<file path="config.mk">
export PLATFORM = sky130hd
export DESIGN_NAME = pkt_handoff_bridge
export DESIGN_NICKNAME = d
export VERILOG_FILES = /design/src/rtl/phb_pkg.sv /design/src/rtl/phb_pend_slot.sv /design/src/rtl/phb_fetch_ctl.sv /design/src/rtl/phb_out_stage.sv /design/src/rtl/pkt_handoff_bridge.sv
export SDC_FILE = /design/constraint.sdc
export NUM_CORES = 1
export LEC_CHECK = 0
export BUFFER_PORTS_ARGS = -buffer_cell sky130_fd_sc_hd__buf_2
export CORE_ASPECT_RATIO = 1.1
export CORE_MARGIN = 2
export CORE_UTILIZATION = 55
export DETAILED_ROUTE_END_ITERATION = 10
export GPL_TIMING_DRIVEN = 0
export PLACE_DENSITY = 0.82
export SYNTH_ARGS = -nofsm -noshare
export SYNTH_HDL_FRONTEND = slang
export SYNTH_SLANG_ARGS = --single-unit
</file>
<file path="constraint.sdc">
create_clock -name clk -period 4.1 [get_ports clk]
set_input_delay 1.23 -clock clk [delete_from_list [all_inputs] [get_ports clk]]
set_output_delay 1.23 -clock clk [all_outputs]
set_load 0.005 [all_outputs]
</file>
<file path="src/rtl/phb_pkg.sv">
package phb_pkg;

    localparam int WORD_W = 32;
    localparam int LEN_W  = 16;
    localparam int INFO_W = 16;
    localparam int DESC_W = LEN_W + INFO_W;

    // request priority codes; values are fixed by the requester
    typedef enum logic [1:0] {
        PRI_NONE   = 2'b00,
        PRI_URGENT = 2'b01,
        PRI_NORMAL = 2'b10,
        PRI_RSVD   = 2'b11
    } pri_e;

    typedef enum logic [1:0] {
        ST_IDLE  = 2'd0,
        ST_XFER  = 2'd1,
        ST_DRAIN = 2'd2
    } xfer_st_e;

    // length sits in the upper half, request data in the lower half
    typedef struct packed {
        logic [LEN_W-1:0]  len;
        logic [INFO_W-1:0] info;
    } desc_t;

    function automatic logic pri_is_urgent(input logic [1:0] p);
        return p == PRI_URGENT;
    endfunction

    function automatic logic pri_is_normal(input logic [1:0] p);
        return p == PRI_NORMAL;
    endfunction

endpackage

</file>
<file path="src/rtl/phb_pend_slot.sv">
module phb_pend_slot
    import phb_pkg::*;
(
    input  logic  clk,
    input  logic  rst,
    input  logic  load_i,
    input  logic  take_i,
    input  desc_t desc_i,
    output logic  vld_o,
    output desc_t desc_o
);

    logic  vld_q;
    desc_t desc_q;

    // a new entry is taken only when the slot is free or being emptied
    always_ff @(posedge clk) begin
        if (rst) begin
            vld_q  <= 1'b0;
            desc_q <= '0;
        end else if (load_i && (!vld_q || take_i)) begin
            vld_q  <= 1'b1;
            desc_q <= desc_i;
        end else if (take_i) begin
            vld_q  <= 1'b0;
        end
    end

    assign vld_o  = vld_q;
    assign desc_o = desc_q;

    AST_PEND_KEEP: assert property (@(posedge clk) disable iff (rst) (vld_q && !take_i) |=> (vld_q && $stable(desc_q))) else $error("held request lost or changed");

endmodule

</file>
<file path="src/rtl/phb_fetch_ctl.sv">
module phb_fetch_ctl
    import phb_pkg::*;
(
    input  logic             clk,
    input  logic             rst,
    input  logic             restart_i,
    input  logic             run_i,
    input  logic [LEN_W-1:0] len_i,
    output logic             fetch_o,
    output logic             inflight_o
);

    logic [LEN_W-1:0] fcnt_q;
    logic             fdone_q;
    logic             inflight_q;

    // fetch runs one word ahead of the output stage
    assign fetch_o = run_i && !fdone_q;

    always_ff @(posedge clk) begin
        if (rst) begin
            fcnt_q     <= '0;
            fdone_q    <= 1'b0;
            inflight_q <= 1'b0;
        end else if (restart_i) begin
            fcnt_q     <= '0;
            fdone_q    <= 1'b0;
            inflight_q <= 1'b0;
        end else begin
            inflight_q <= fetch_o;
            if (fetch_o) begin
                if (fcnt_q == len_i) fdone_q <= 1'b1;
                else                 fcnt_q  <= fcnt_q + 1'b1;
            end
        end
    end

    assign inflight_o = inflight_q;

    AST_FETCH_STOPS: assert property (@(posedge clk) disable iff (rst) (fdone_q && !restart_i) |=> !fetch_o) else $error("fetch beyond packet end");

endmodule

</file>
<file path="src/rtl/phb_out_stage.sv">
module phb_out_stage
    import phb_pkg::*;
(
    input  logic              clk,
    input  logic              rst,
    input  logic              restart_i,
    input  logic              word_vld_i,
    input  logic [WORD_W-1:0] word_i,
    input  logic [LEN_W-1:0]  len_i,
    output logic              stb_o,
    output logic [WORD_W-1:0] word_o,
    output logic              last_cap_o
);

    logic [LEN_W-1:0]  wcnt_q;
    logic              stb_q;
    logic [WORD_W-1:0] word_q;

    assign last_cap_o = word_vld_i && !restart_i && (wcnt_q == len_i);

    always_ff @(posedge clk) begin
        if (rst) begin
            wcnt_q <= '0;
            stb_q  <= 1'b0;
            word_q <= '0;
        end else if (restart_i) begin
            wcnt_q <= '0;
            stb_q  <= 1'b0;
        end else begin
            stb_q <= word_vld_i;
            if (word_vld_i) begin
                word_q <= word_i;
                wcnt_q <= wcnt_q + 1'b1;
            end
        end
    end

    assign stb_o  = stb_q;
    assign word_o = word_q;

    AST_STB_FOLLOWS_WORD: assert property (@(posedge clk) disable iff (rst) stb_q |-> $past(word_vld_i && !restart_i)) else $error("strobe without captured word");

endmodule

</file>
<file path="src/rtl/pkt_handoff_bridge.sv">
module pkt_handoff_bridge
    import phb_pkg::*;
(
    input  logic              clk,
    input  logic              rst,
    input  logic [1:0]        req_pri_i,
    input  logic [DESC_W-1:0] req_desc_i,
    input  logic [WORD_W-1:0] src_word_i,
    output logic              fetch_o,
    output logic [WORD_W-1:0] link_word_o,
    output logic              link_stb_o,
    output logic [DESC_W-1:0] active_desc_o,
    output logic              busy_o
);

    xfer_st_e state_q;
    desc_t    cur_q;
    desc_t    req_desc;
    desc_t    pend_desc;
    desc_t    sel_desc;
    logic     pend_vld;
    logic     is_urg;
    logic     is_norm;
    logic     idle;
    logic     pend_take;
    logic     start_norm;
    logic     pend_load;
    logic     restart;
    logic     inflight;
    logic     last_cap;

    assign req_desc   = desc_t'(req_desc_i);
    assign is_urg     = pri_is_urgent(req_pri_i);
    assign is_norm    = pri_is_normal(req_pri_i);
    assign idle       = (state_q == ST_IDLE);

    // a held request goes first once idle; urgent always wins
    assign pend_take  = idle && pend_vld && !is_urg;
    assign start_norm = idle && !pend_vld && is_norm;
    assign pend_load  = is_norm && !start_norm;
    assign restart    = is_urg || pend_take || start_norm;
    assign sel_desc   = pend_take ? pend_desc : req_desc;

    always_ff @(posedge clk) begin
        if (rst) begin
            state_q <= ST_IDLE;
            cur_q   <= '0;
        end else if (restart) begin
            state_q <= ST_XFER;
            cur_q   <= sel_desc;
        end else begin
            case (state_q)
                ST_XFER:  if (last_cap) state_q <= ST_DRAIN;
                ST_DRAIN: state_q <= ST_IDLE;
                default:  state_q <= ST_IDLE;
            endcase
        end
    end

    phb_pend_slot pend_i (
        .clk    (clk),
        .rst    (rst),
        .load_i (pend_load),
        .take_i (pend_take),
        .desc_i (req_desc),
        .vld_o  (pend_vld),
        .desc_o (pend_desc)
    );

    phb_fetch_ctl fetch_i (
        .clk        (clk),
        .rst        (rst),
        .restart_i  (restart),
        .run_i      (state_q == ST_XFER),
        .len_i      (cur_q.len),
        .fetch_o    (fetch_o),
        .inflight_o (inflight)
    );

    phb_out_stage out_i (
        .clk        (clk),
        .rst        (rst),
        .restart_i  (restart),
        .word_vld_i (inflight),
        .word_i     (src_word_i),
        .len_i      (cur_q.len),
        .stb_o      (link_stb_o),
        .word_o     (link_word_o),
        .last_cap_o (last_cap)
    );

    assign busy_o        = !idle;
    assign active_desc_o = cur_q;

    AST_FETCH_NEEDS_BUSY: assert property (@(posedge clk) disable iff (rst) fetch_o |-> busy_o) else $error("fetch while idle");
    AST_STB_NEEDS_BUSY: assert property (@(posedge clk) disable iff (rst) link_stb_o |-> busy_o) else $error("strobe while idle");
    AST_URGENT_CUTS: assert property (@(posedge clk) disable iff (rst) is_urg |=> (busy_o && fetch_o && !link_stb_o)) else $error("urgent did not restart");
    AST_RSVD_IGNORED: assert property (@(posedge clk) disable iff (rst) (idle && !pend_vld && req_pri_i == PRI_RSVD) |=> !busy_o) else $error("reserved code started a packet");
    AST_DRAIN_RELEASE: assert property (@(posedge clk) disable iff (rst) (state_q == ST_DRAIN && !is_urg) |=> !busy_o) else $error("busy held after last word");

endmodule

</file>
# --- Yosys cells after proc, flatten, opt, wreduce, memory -nomap -nowiden ---
# Cells that the tools add are included.
totals:
  input_bits: 68
  word_cells: 55
  regBits: 134
  output_inout_bits: 67
op_classes:
  bitwise: 3
  n_eq_ne: 6
  n_mux: 6
  addsub: 2
  n_reduce_logical: 25
op_table:
  columns: ["cell", "count"]
  rows:
  - ["16-bit by 1-bit adder with 16-bit output (second input constant)", 2]
  - ["16-bit == test", 2]
  - ["32-bit two-way mux", 1]
  - ["1-bit logical AND", 9]
  - ["1-bit zero test", 6]
  - ["2-bit AND reduction", 3]
  - ["1-bit two-way mux", 5]
  - ["2-bit by 1-bit == test with 1-bit output (second input constant)", 2]
  - ["1-bit logical OR", 3]
  - ["3-bit by 2-bit inequality test with 1-bit output (second input constant)", 1]
  - ["1-bit inverter", 3]
  - ["3-bit OR reduction", 1]
  - ["2-bit == test (second input constant)", 1]
  - ["2-bit zero test", 1]
  - ["2-bit nonzero test", 1]
  - ["2-bit OR reduction", 1]

# --- Depth between registers and ports, before layout ---
logic_depth:
  depth_word: 11
  ltp_mapped: 8
  mapped_depth_nobuf: 8

# --- Modules after synthesis ---
# Synthesis repeated with hierarchy kept, for this count alone.
hier_totals:
  cells_unflattened: 758
  area_unflattened_um2: 7009.2
modules_own_cells:
  columns: ["module", "area_per_inst_um2", "n_inst", "seq_area_each_um2", "cells_each"]
  rows:
  - ["pkt_handoff_bridge", 2399.8, 1, 680.7, 238]
  - ["phb_out_stage", 2060.7, 1, 980.9, 251]
  - ["phb_pend_slot", 1485.2, 1, 660.6, 143]
  - ["phb_fetch_ctl", 1063.5, 1, 360.3, 126]

# --- Worst setup path before layout ---
# OpenSTA, ideal clock, no wires.
synth_path:
  path_kind: "input -> register"
  from: "input req_pri_i[1]"
  to: "register fetch_i.fcnt_q[10]"
  path_buffers: 2
  t_arrival_ps: 2375
  setup_time_ps: 71
  required_ps: 4029
  stages: 7
  setup_slack_ps: 1654
  cell_sequence: "nor2b_1 o21ai_1 nand2_1 or2_2 clkbuf_1 clkbuf_1 a21oi_1"
synth_between:
  elab_chain_len: 6
  word_cells_on_any_way: 8
  classes_between: "eq/ne (2); reduce/logical (6)"
synth_lines:
  columns: ["element", "line_no", "text"]
  rows:
  - ["from (decl)", "pkt_handoff_bridge.sv:6", "input logic [1:0] req_pri_i,"]
  - ["2-bit by 1-bit == test with 1-bit output", "phb_pkg.sv:29", "return p == PRI_URGENT;"]
  - ["1-bit zero test", "pkt_handoff_bridge.sv:38", "assign pend_take = idle && pend_vld && !is_urg;"]
  - ["1-bit logical AND", "pkt_handoff_bridge.sv:38", null]
  - ["1-bit logical OR", "pkt_handoff_bridge.sv:41", "assign restart = is_urg || pend_take || start_norm;"]
  - ["1-bit logical OR (*)", "pkt_handoff_bridge.sv:41", null]
  - ["2-bit OR reduction (no source line) (*)", null, null]
  - ["to (signal assigned)", "phb_fetch_ctl.sv:33", "else fcnt_q <= fcnt_q + 1'b1;"]
  - ["to (decl)", "phb_fetch_ctl.sv:13", "logic [LEN_W-1:0] fcnt_q;"]
# Every way passes the cells marked *; elsewhere a longest branch is shown, timed or not.
# A chain may end at the register's enable or synchronous reset.

# --- Final worst setup path ---
layout_path:
  from: "register state_q[0]"
  to: "output fetch_o"
layout_between:
  elab_chain_len: 2
layout_lines:
  columns: ["element", "line_no", "text"]
  rows:
  - ["from (decl)", "pkt_handoff_bridge.sv:16", "xfer_st_e state_q;"]
  - ["from (signal assigned)", "pkt_handoff_bridge.sv:46", "state_q <= ST_IDLE;"]
  - ["from (signal assigned)", "pkt_handoff_bridge.sv:49", "state_q <= ST_XFER;"]
  - ["from (signal assigned)", "pkt_handoff_bridge.sv:53", "ST_XFER: if (last_cap) state_q <= ST_DRAIN;"]
  - ["2-bit by 1-bit == test with 1-bit output", "pkt_handoff_bridge.sv:74", ".run_i (state_q == ST_XFER),"]
  - ["1-bit logical AND", "phb_fetch_ctl.sv:18", "assign fetch_o = run_i && !fdone_q;"]
  - ["to (decl)", "pkt_handoff_bridge.sv:9", "output logic fetch_o,"]
# Every way passes these cells.

==> impl_metrics.env <==
export IMPL_vias_per_cell=5.53
export IMPL_rows=38
export IMPL_rr_worst_depth=6
export IMPL_clk_pin_slew_worst_paths_ns=0.05
export IMPL_cts_hold_buf=0
export IMPL_synth_edf_count=0
export IMPL_seq_area_frac_synth=0.478
export IMPL_fp_dieW_um=100
export IMPL_r2r_start="active_desc_o[16]"
export IMPL_synth_area_leaders="dfxtp_1 48%, nand2_1 9.4%, a21oi_1 7.3%"
export IMPL_avgSynthCellArea_um2=8.41
export IMPL_ant_nets=0
export IMPL_ios=135
export IMPL_end_kind="output port"
export IMPL_mappedNetlistArea_um2=5610
export IMPL_synthCells=667
export IMPL_layout_cells_non_filler=951
export IMPL_worst_path_max_delay_cell="dfxtp_1"
export IMPL_worstPathMaxFanout=8
export IMPL_p_leak_uw=0.00298
export IMPL_grt_overflow=0
export IMPL_cts_root_buf="clkbuf_8"
export IMPL_yosys_most_used_dff="dfxtp_1"
export IMPL_dp_cells=920
export IMPL_routabilityCongestion=0.929
export IMPL_io_buffers=133
export IMPL_dieHeight_um=110
export IMPL_regToRegEndpoint="fetch_i.fcnt_q[6]"
export IMPL_cts_resized=0
export IMPL_wire_per_inst_um=15.2
export IMPL_ys_types=37
export IMPL_synth_most_common_cell="nand2_1"
export IMPL_start_util=0.567
export IMPL_worst_slew_pin_slew_ns=0.585
export IMPL_reg2reg_setup_slack_ns=1.88
export IMPL_status="completed"
export IMPL_htree_levels=4
export IMPL_clock_sinks=134
export IMPL_syn2layout_area_growth_pct=23.8
export IMPL_skew_ns=0.0139
export IMPL_dpl_hpwl_um=10800
export IMPL_gr_usage_all_layers=0.267
export IMPL_grt_pass1_vias=5059
export IMPL_powerDensity_nw_per_um2=438
export IMPL_tritoncts="done"
export IMPL_cts_buffer_depth=2
export IMPL_fin_setup_tns_ns=0
export IMPL_nNetsFinal=889
export IMPL_hold_viol_final=0
export IMPL_synth_largest_area_cell="dfxtp_1"
export IMPL_clk_latency_ns=0.52
export IMPL_synth_common_cells="141 x nand2_1, 134 x dfxtp_1, 82 x a21oi_1, 57 x nor2_1"
export IMPL_rsz0062_at_grt="false"
export IMPL_synth_nets=737
export IMPL_hp_class="flip-flop to flip-flop"
export IMPL_critPathKind="flip-flop to output port"
export IMPL_max_freq_mhz=374
export IMPL_async_reset_ff_frac=0
export IMPL_fillers=798
export IMPL_layout_drive_gt1_share=0.205
export IMPL_fin_crit_sh=0.653
export IMPL_yosys_area_top_type_share=0.478
export IMPL_drtIter0Drc=233
export IMPL_peakVddDrop_v=0.000264
export IMPL_cp_cell_sequence="nand2_2 -> or2_4 -> inv_6 -> buf_2"
export IMPL_worstPathArrival_ns=1.45
export IMPL_worstPathRequired_ns=2.87
export IMPL_totalWireLength_um=14500
export IMPL_drt_pass1_iter_count=5
export IMPL_synth_warnings=0
export IMPL_cts_buffers=17
export IMPL_min_period_ns=2.68
export IMPL_crit_path_end="fetch_o"
export IMPL_critPathLaunch="state_q[0]"
export IMPL_grt_max_degree=17
export IMPL_start_kind="flip-flop"
export IMPL_slew_headroom=0.607
export IMPL_grt_pass1_wl_um=23300
export IMPL_drc=0
export IMPL_setup_violations=0
export IMPL_cp_slowest_stage_delay_ns=0.36
export IMPL_coreArea_um2=9890
export IMPL_dr_total_vias=5258
export IMPL_die_area_um2=11000
export IMPL_cap_violations=0
export IMPL_grt_antenna_before_repair=1
export IMPL_drv_slew=0
export IMPL_post_cts_buffers=0
export IMPL_synth_seq_cells=134
worst max-delay path, delay by kind of cell, from the launching register on:
kind	cells	cell delay (ns)
AND/OR/NAND/NOR	2	0.36
flip-flops	1	0.36
buffers and inverters	2	0.21
cells in the final DEF, fill, tap and decap left out, types with 16 or more instances in the layout:
| cell | synthesis | routed |
|---|---|---|
| mux2i_1 | 33 | 33 |
| nor2_1 | 57 | 57 |
| clkbuf_1 | 33 | 37 |
| xnor2_1 | 24 | 24 |
| buf_2 | 4 | 137 |
| nand2_1 | 141 | 141 |
| clkbuf_16 | 0 | 16 |
| dfxtp_1 | 134 | 134 |
| a21oi_1 | 82 | 82 |
| xor2_1 | 23 | 23 |
| a211oi_1 | 32 | 32 |
kinds of logic (layout without fill, tap and decap cells):
kind of cell / count (synthesis) / in the layout / synth area share
AND/OR/NAND/NOR: 266 / 266 / 0.212
adder cells (fa/ha/maj): 2 / 2 / 0.00446
XOR/XNOR: 47 / 47 / 0.0734
flip-flops: 134 / 134 / 0.478
buffers and inverters: 49 / 212 / 0.0346
multiplexers: 33 / 33 / 0.0589
other: 0 / 1 / 0
AO/OA/AOI/OAI: 136 / 136 / 0.139
sequential cells by signal, indices dropped and copies added (netlist names):
register / flops
fetch_i.fcnt_q: 16
state_q: 2
fetch_i.fdone_q: 1
active_desc_o: 32
out_i.word_o: 32
pend_i.vld_o: 1
out_i.wcnt_q: 16
pend_i.desc_o: 32
fetch_i.inflight_o: 1
out_i.stb_o: 1
layer usage:
metal | vias up | part of all wire | GRT usage
met5 | - | 0 | 0
met4 | 0 | 0.028 | 0.116
met3 | 32 | 0.049 | 0.0737
met2 | 144 | 0.51 | 0.465
met1 | 2485 | 0.41 | 0.308
li1 | 2597 | - | -
layout make-up:
type | count | area (um^2) | share of cell area
diodes | 1 | 2.50 | 0.000360
plain buffers | 44 | 170 | 0.0245
clock buffers | 26 | 498 | 0.0717
clock inverters | 4 | 20.0 | 0.00288
inverters | 5 | 23.8 | 0.00342
multi-input cells | 484 | 2730 | 0.393
flip-flops and latches | 134 | 2680 | 0.386
well taps | 120 | 150 | 0.0216
repair buffers | 133 | 666 | 0.0958
how the worst min path moves through the flow:
| stage | slack (ns) | cells after the start | start | endpoint |
|---|---|---|---|---|
| finish | 0.45 | 2 | out_i.word_o[15] | out_i.word_o[15] |
| global route | 0.47 | 2 | out_i.word_o[3] | out_i.word_o[3] |
| CTS | 0.45 | 2 | out_i.word_o[17] | out_i.word_o[17] |
| detailed placement | 0.45 | 2 | out_i.word_o[15] | out_i.word_o[15] |
| global placement | 0.44 | 2 | out_i.word_o[19] | out_i.word_o[19] |
| floorplan | 0.44 | 2 | pend_i.desc_o[0] | pend_i.desc_o[0] |
metrics by stage:
stage / worst slack [ns] / util / total power [uW] / area, um^2 / hold WS, ns
5_1_grt: 1.35 / 0.702 / 3150 / 6950 / 0.469
2_1_floorplan: 1.65 / - / 1600 / 5610 / 0.436
3_5_place_dp: 1.19 / 0.650 / 1750 / 6420 / 0.445
6_report: 1.42 / 0.702 / 3050 / 6950 / 0.451
4_1_cts: 1.40 / 0.702 / 3060 / 6940 / 0.452
3_3_place_gp: 1.27 / 0.650 / 1730 / 6420 / 0.440
where the power goes:
part           internal (uW)  switching, uW
combinational            133            181
sequential              1360           51.1
clock                    812            510
(Power assumes the default switching activity.)
